**src/rtl/bpd_pkg.sv**
```systemverilog
package bpd_pkg;

  // Interval lies strictly between 3/4 and 5/4 of the nominal period.
  function automatic logic in_window(input logic [31:0] len, input logic [31:0] per);
    return ((len * 32'd4) > (per * 32'd3)) && ((len * 32'd4) < (per * 32'd5));
  endfunction

  // Interval lies strictly above 5/4 of the nominal period.
  function automatic logic is_long(input logic [31:0] len, input logic [31:0] per);
    return (len * 32'd4) > (per * 32'd5);
  endfunction

endpackage

```
**src/rtl/bpd_edge_sync.sv**
```systemverilog
module bpd_edge_sync (
  input  logic clk,
  input  logic rst_n,
  input  logic line_in,
  output logic edge_o,
  output logic fall_o
);
  logic meta_q, sync_q, last_q;

  always_ff @(posedge clk or negedge rst_n) begin
    if (!rst_n) begin
      meta_q <= 1'b0;
      sync_q <= 1'b0;
      last_q <= 1'b0;
    end else begin
      meta_q <= line_in;
      sync_q <= meta_q;
      last_q <= sync_q;
    end
  end

  assign edge_o = sync_q ^ last_q;
  assign fall_o = last_q & ~sync_q;

  AST_FALL_IS_EDGE: assert property (@(posedge clk) disable iff (!rst_n)
    fall_o |-> edge_o);
endmodule

```
**src/rtl/bpd_interval_ctr.sv**
```systemverilog
module bpd_interval_ctr #(
  parameter int unsigned CNT_MAX = 200,
  parameter int unsigned CW      = 8
) (
  input  logic          clk,
  input  logic          rst_n,
  input  logic          edge_i,
  output logic [CW-1:0] len_o
);
  localparam logic [CW-1:0] MAXV = CW'(CNT_MAX);
  localparam logic [CW-1:0] ONE  = CW'(1);

  logic [CW-1:0] cnt_q;

  // Counts clocks since the last edge; starts saturated so the first edge is a gap.
  always_ff @(posedge clk or negedge rst_n) begin
    if (!rst_n)              cnt_q <= MAXV;
    else if (edge_i)         cnt_q <= ONE;
    else if (cnt_q != MAXV)  cnt_q <= cnt_q + ONE;
  end

  assign len_o = cnt_q;

  AST_CNT_STAYS_SATURATED: assert property (@(posedge clk) disable iff (!rst_n)
    (len_o == MAXV && !edge_i) |=> (len_o == MAXV));
  AST_CNT_RESTARTS_ON_EDGE: assert property (@(posedge clk) disable iff (!rst_n)
    edge_i |=> (len_o == ONE));
endmodule

```
**src/rtl/bpd_pair_decoder.sv**
```systemverilog
module bpd_pair_decoder
  import bpd_pkg::*;
#(
  parameter int unsigned BIT_CLKS = 100,
  parameter int unsigned CW       = 8
) (
  input  logic          clk,
  input  logic          rst_n,
  input  logic          edge_i,
  input  logic          fall_i,
  input  logic [CW-1:0] len_i,
  output logic          bit_valid_o,
  output logic          bit_value_o,
  output logic          abort_o,
  output logic          hist_empty_o
);
  localparam logic [31:0] PER = 32'(BIT_CLKS);

  logic          pend_q;
  logic [CW-1:0] pend_len_q;
  logic [CW:0]   pair_sum;
  logic          pair_one, lead_one, full_zero, gap_long;
  logic          dec_one, dec_zero, dec_abort;

  assign pair_sum  = {1'b0, pend_len_q} + {1'b0, len_i};
  assign pair_one  = pend_q && in_window(32'(pair_sum), PER);
  assign lead_one  = pend_q && fall_i && in_window(32'({len_i, 1'b0}), PER)
                     && is_long(32'(pend_len_q), PER);
  assign full_zero = in_window(32'(len_i), PER);
  assign gap_long  = is_long(32'(len_i), PER);

  assign dec_one   = edge_i && (pair_one || lead_one);
  assign dec_zero  = edge_i && !dec_one && full_zero;
  assign dec_abort = edge_i && !dec_one && !full_zero && gap_long;

  always_ff @(posedge clk or negedge rst_n) begin
    if (!rst_n) begin
      pend_q      <= 1'b0;
      pend_len_q  <= '0;
      bit_valid_o <= 1'b0;
      bit_value_o <= 1'b0;
      abort_o     <= 1'b0;
    end else begin
      bit_valid_o <= dec_one || dec_zero;
      bit_value_o <= dec_one;
      abort_o     <= dec_abort;
      if (edge_i) begin
        pend_q     <= !(dec_one || dec_zero);
        pend_len_q <= len_i;
      end
    end
  end

  assign hist_empty_o = !pend_q;

  AST_HIST_CLEAR_AFTER_BIT: assert property (@(posedge clk) disable iff (!rst_n)
    bit_valid_o |-> hist_empty_o);
  AST_STROBE_NEEDS_EDGE: assert property (@(posedge clk) disable iff (!rst_n)
    (bit_valid_o || abort_o) |-> $past(edge_i));
  AST_STROBE_ONE_CYCLE: assert property (@(posedge clk) disable iff (!rst_n)
    bit_valid_o |=> !bit_valid_o);
  AST_ABORT_NOT_WITH_BIT: assert property (@(posedge clk) disable iff (!rst_n)
    abort_o |-> !bit_valid_o);
endmodule

```
**src/rtl/biphase_rx.sv**
```systemverilog
module biphase_rx
  import bpd_pkg::*;
#(
  parameter int unsigned BIT_CLKS = 100
) (
  input  logic clk,
  input  logic rst_n,
  input  logic line_in,
  output logic bit_valid,
  output logic bit_value,
  output logic idle_pulse
);
  localparam int unsigned CNT_MAX = 2 * BIT_CLKS;
  localparam int unsigned CW      = $clog2(CNT_MAX + 1);

  logic          edge_w, fall_w, hist_empty_w;
  logic [CW-1:0] len_w;

  bpd_edge_sync u_sync (
    .clk(clk), .rst_n(rst_n), .line_in(line_in),
    .edge_o(edge_w), .fall_o(fall_w)
  );

  bpd_interval_ctr #(.CNT_MAX(CNT_MAX), .CW(CW)) u_ctr (
    .clk(clk), .rst_n(rst_n), .edge_i(edge_w), .len_o(len_w)
  );

  bpd_pair_decoder #(.BIT_CLKS(BIT_CLKS), .CW(CW)) u_dec (
    .clk(clk), .rst_n(rst_n), .edge_i(edge_w), .fall_i(fall_w), .len_i(len_w),
    .bit_valid_o(bit_valid), .bit_value_o(bit_value), .abort_o(idle_pulse),
    .hist_empty_o(hist_empty_w)
  );

  AST_FULL_PERIOD_IS_ZERO: assert property (@(posedge clk) disable iff (!rst_n)
    (edge_w && hist_empty_w && in_window(32'(len_w), 32'(BIT_CLKS)))
      |=> (bit_valid && !bit_value));
endmodule

```
**config.mk**
```make
export PLATFORM = sky130hd
export DESIGN_NAME = biphase_rx
export DESIGN_NICKNAME = d
export VERILOG_FILES = /design/src/rtl/bpd_pkg.sv /design/src/rtl/bpd_edge_sync.sv /design/src/rtl/bpd_interval_ctr.sv /design/src/rtl/bpd_pair_decoder.sv /design/src/rtl/biphase_rx.sv
export SDC_FILE = /design/constraint.sdc
export NUM_CORES = 1
export LEC_CHECK = 0
export ABC_AREA = 1
export CORE_ASPECT_RATIO = 1.5
export CORE_UTILIZATION = 55
export CTS_CLUSTER_DIAMETER = 60
export DETAILED_ROUTE_END_ITERATION = 10
export DONT_BUFFER_PORTS = 1
export PLACE_DENSITY_LB_ADDON = 0.1
export SYNTH_ARGS = -nofsm -noshare
export SYNTH_HDL_FRONTEND = slang
export SYNTH_SLANG_ARGS = --single-unit
```
**constraint.sdc**
```tcl
create_clock -name clk -period 1.82 [get_ports clk]
set_input_delay 0 -clock clk [delete_from_list [all_inputs] [get_ports clk]]
set_output_delay 0 -clock clk [all_outputs]
set_load 0.01 [all_outputs]
```
==> results.yml <==
floorplanning:
  die_area_sq_um: 2990
  rows: 23
  start_util: 0.575
  fp.coreArea_sq_um: 2650
  ios: 6
  die_width_microns: 44.9
  die_y_microns: 66.4
setup_path:
  crit_arrival_ns: 2.15
  crit_required_ns: 1.99
  crit_fanout: 3
  r2r_cells: 13
  crit_end: "u_dec.bit_valid_o"
  r2r-start: "u_dec.pend_len_q[0]"
  crit_path_end_kind: "flip-flop"
  rrSetupSlack_ns: -0.16
  crit_type: "flip-flop to flip-flop"
  crit_path_start: "u_dec.pend_len_q[0]"
  crit_path_start_kind: "flip-flop"
  r2r_end: "u_dec.bit_valid_o"
global_routing:
  grt_first_pass_wirelength_mm: 5.64
  grt-ovfl-total: 0
  antenna_found_initial: 0
  grt_max_degree: 24
  grt_pass1_vias: 1333
  grt_use_total: 0.262
power_and_ir_drop:
  pwr-share-seq: 0.422
  power_switching_uw: 488
  power_mw: 1.41
  power_density_nw_per_um2: 785
  power.share.combinational: 0.351
  p_clk_frac: 0.227
  leakage_nw: 0.885
  p_int_uw: 918
  switching_share: 0.347
  ir_worst_vdd_uv: 578
placement:
  place.port_buffers: 0
  place.detailed.hpwl_mm: 2.71
  gp_congestion: 0.855
clock_tree:
  cts_tree: "done"
  cts-htree-levels: 1
  clk_pin_slew_ns: 0.08
  root_buffer: "clkbuf_8"
  cts_buffers: 3
  insertion_delay_ns: 0.27
  clock_path_buffers: 2
  cts_sinks: 23
final_layout:
  regArea_sq_um: 579
  fin_util: 0.676
  fillers: 247
  diodes: 0
  final_common_cell: "nand2_1"
  fin_nets: 236
  layout_common_cells: "47 x nand2_1, 27 x inv_1, 20 x dfrtp_1, 18 x nand3_1, 16 x buf_4"
  syn2layout_area_growth_pct: 17.6
  multi_input_comb_area_sq_um: 872
  drive_above_1_share: 0.215
synthesis:
  yosysTopAreaCellShare: 0.329
  syn_area_sq_um: 1520
  synth_top_area_cell: "dfrtp_1"
  synth_warnings: 0
  ys_ff_latch: 23
  synth_area_per_cell_sq_um: 7.65
  synthTopCellsByArea: "dfrtp_1 33%, nand2_1 12%, ha_1 9.9%, inv_1 6.9%, nand3_1 6.6%"
  ys_seq_area_frac: 0.381
  syn-instance-count: 199
  synth_fp_nets: 215
  synth_cell_types: 24
flow_run:
  maxCapViolCount: 0
timing:
  clock_skew_ns: 0.00211
  rsz0062_at_grt: "yes"
  setup_viol: 4
  fin_ws_ns: -0.157
  worst_slew_pin_slew_ns: 1.01
  max_clock_freq_mhz: 506
  drv_slew: 0
  period_needed_ns: 1.98
  fin_crit_sh: 1.09
  final-hold-violation-count: 0
  max_slew_margin: 0.323
drt:
  first_pass_iters: 4
  viasPerCell: 5.57
  vias: 1426
  ant_nets: 0
  drt_wl_total_mm: 3.50
  drc_errors: 0
  drt_iter0_markers: 41
  wire_per_inst_microns: 13.7
min_path:
  hold_class: "input pin to flip-flop"
run_status:
  status: "finished, violations left"
  violations: "negative setup slack"
[layer usage]
| layer | vias up | wire length [microns] | track usage |
|---|---|---|---|
| met1 | 681 | 1370 | 0.287 |
| li1 | 693 | - | - |
| met4 | 0 | 122 | 0.155 |
| met2 | 41 | 1880 | 0.462 |
| met3 | 11 | 121 | 0.0328 |
| met5 | - | 0 | 0 |
[final cells by class]
cell class                 instances  area share
clock buffer                       3      0.0231
clock inverter                     1     0.00280
inverter                          28      0.0587
multi-input combinational        146       0.487
sequential                        23       0.324
tap                               37      0.0259
timing repair buffer              18      0.0783
[cell usage after synthesis]
library cell	n
o21a_1	1
a31oi_1	2
a21oi_1	8
nor3_1	1
dfstp_2	3
nand3_2	5
nor2_1	15
nand3b_1	2
o211ai_1	2
dfrtp_1	20
nand2_2	5
nand2_1	49
o2111ai_2	1
o21ai_0	14
nor2_2	2
ha_1	12
a2111oi_0	1
clkbuf_1	2
nand3_1	20
a21oi_2	1
xor2_1	1
nand4_1	3
inv_1	28
fa_1	1
[power groups by stage]
stage                     Sequential, mW  Clock (mW)  Combinational, mW
after floorplan                    0.595           0              0.265
after global placement             0.595           0              0.360
after detailed placement           0.599           0              0.377
after CTS                          0.588       0.328              0.441
after global routing               0.597       0.341              0.549
final                              0.593       0.319              0.494
[critical path: stages, from the launching register on]
cell     delay [ns]
dfrtp_1        0.42
ha_4           0.18
fa_2           0.37
nand2_2        0.10
inv_2          0.05
nor2_4         0.08
o21a_1         0.15
nand3_2        0.08
nand2_1        0.08
nand2_1        0.07
nand2_2        0.10
nand3_2        0.08
nand2_1        0.07
inv_1          0.04
[sequential cells by signal, summed over array words and instances (netlist names)]
register           count
u_ctr.len_o            8
u_dec.pend_len_q       8
u_dec.abort_o          1
u_dec.bit_valid_o      1
u_dec.bit_value_o      1
u_dec.pend_q           1
u_sync.last_q          1
u_sync.meta_q          1
u_sync.sync_q          1
[what timing repair did]
action,in CTS,in global routing
setup endpoints to repair,4,4
gates resized for setup,5,5
pin swaps,10,10
setup buffers,3,3
hold endpoints to repair,24,0
hold buffers,2,0
[kinds of logic (layout without fill, tap and decap cells)]
family,after synthesis,count (layout),synth area share
fa+ha+maj,13,13,0.112
xor+xnor,1,1,0.00576
buf+inv,30,50,0.0740
simple gates,102,102,0.311
compound gates,30,30,0.117
flops,23,23,0.381
[worst min path at each step]
stage | startpoint | to | slack [ns] | depth (start not counted)
global placement | rst_n | u_dec.bit_valid_o | -0.30 | 0
CTS | line_in | u_sync.meta_q | 0.29 | 1
floorplan | rst_n | u_ctr.len_o[0] | -0.30 | 0
detailed placement | rst_n | u_sync.meta_q | -0.30 | 0
global route | line_in | u_sync.meta_q | 0.28 | 1
finish | line_in | u_sync.meta_q | 0.29 | 1
[per-stage QoR]
step | instance area, sq um | instances | hold WS [ns] | TNS (ns) | worst slack, ns
2_1_floorplan | 1530 | 199 | -0.296 | 0 | 0.0274
3_3_place_gp | 1640 | 244 | -0.295 | -0.169 | -0.111
3_5_place_dp | 1640 | 244 | -0.295 | -0.516 | -0.192
4_1_cts | 1740 | 253 | 0.289 | -0.416 | -0.157
5_1_grt | 1790 | 256 | 0.283 | -0.840 | -0.264
6_report | 1790 | 256 | 0.287 | -0.379 | -0.157
(Power assumes the default switching activity.)
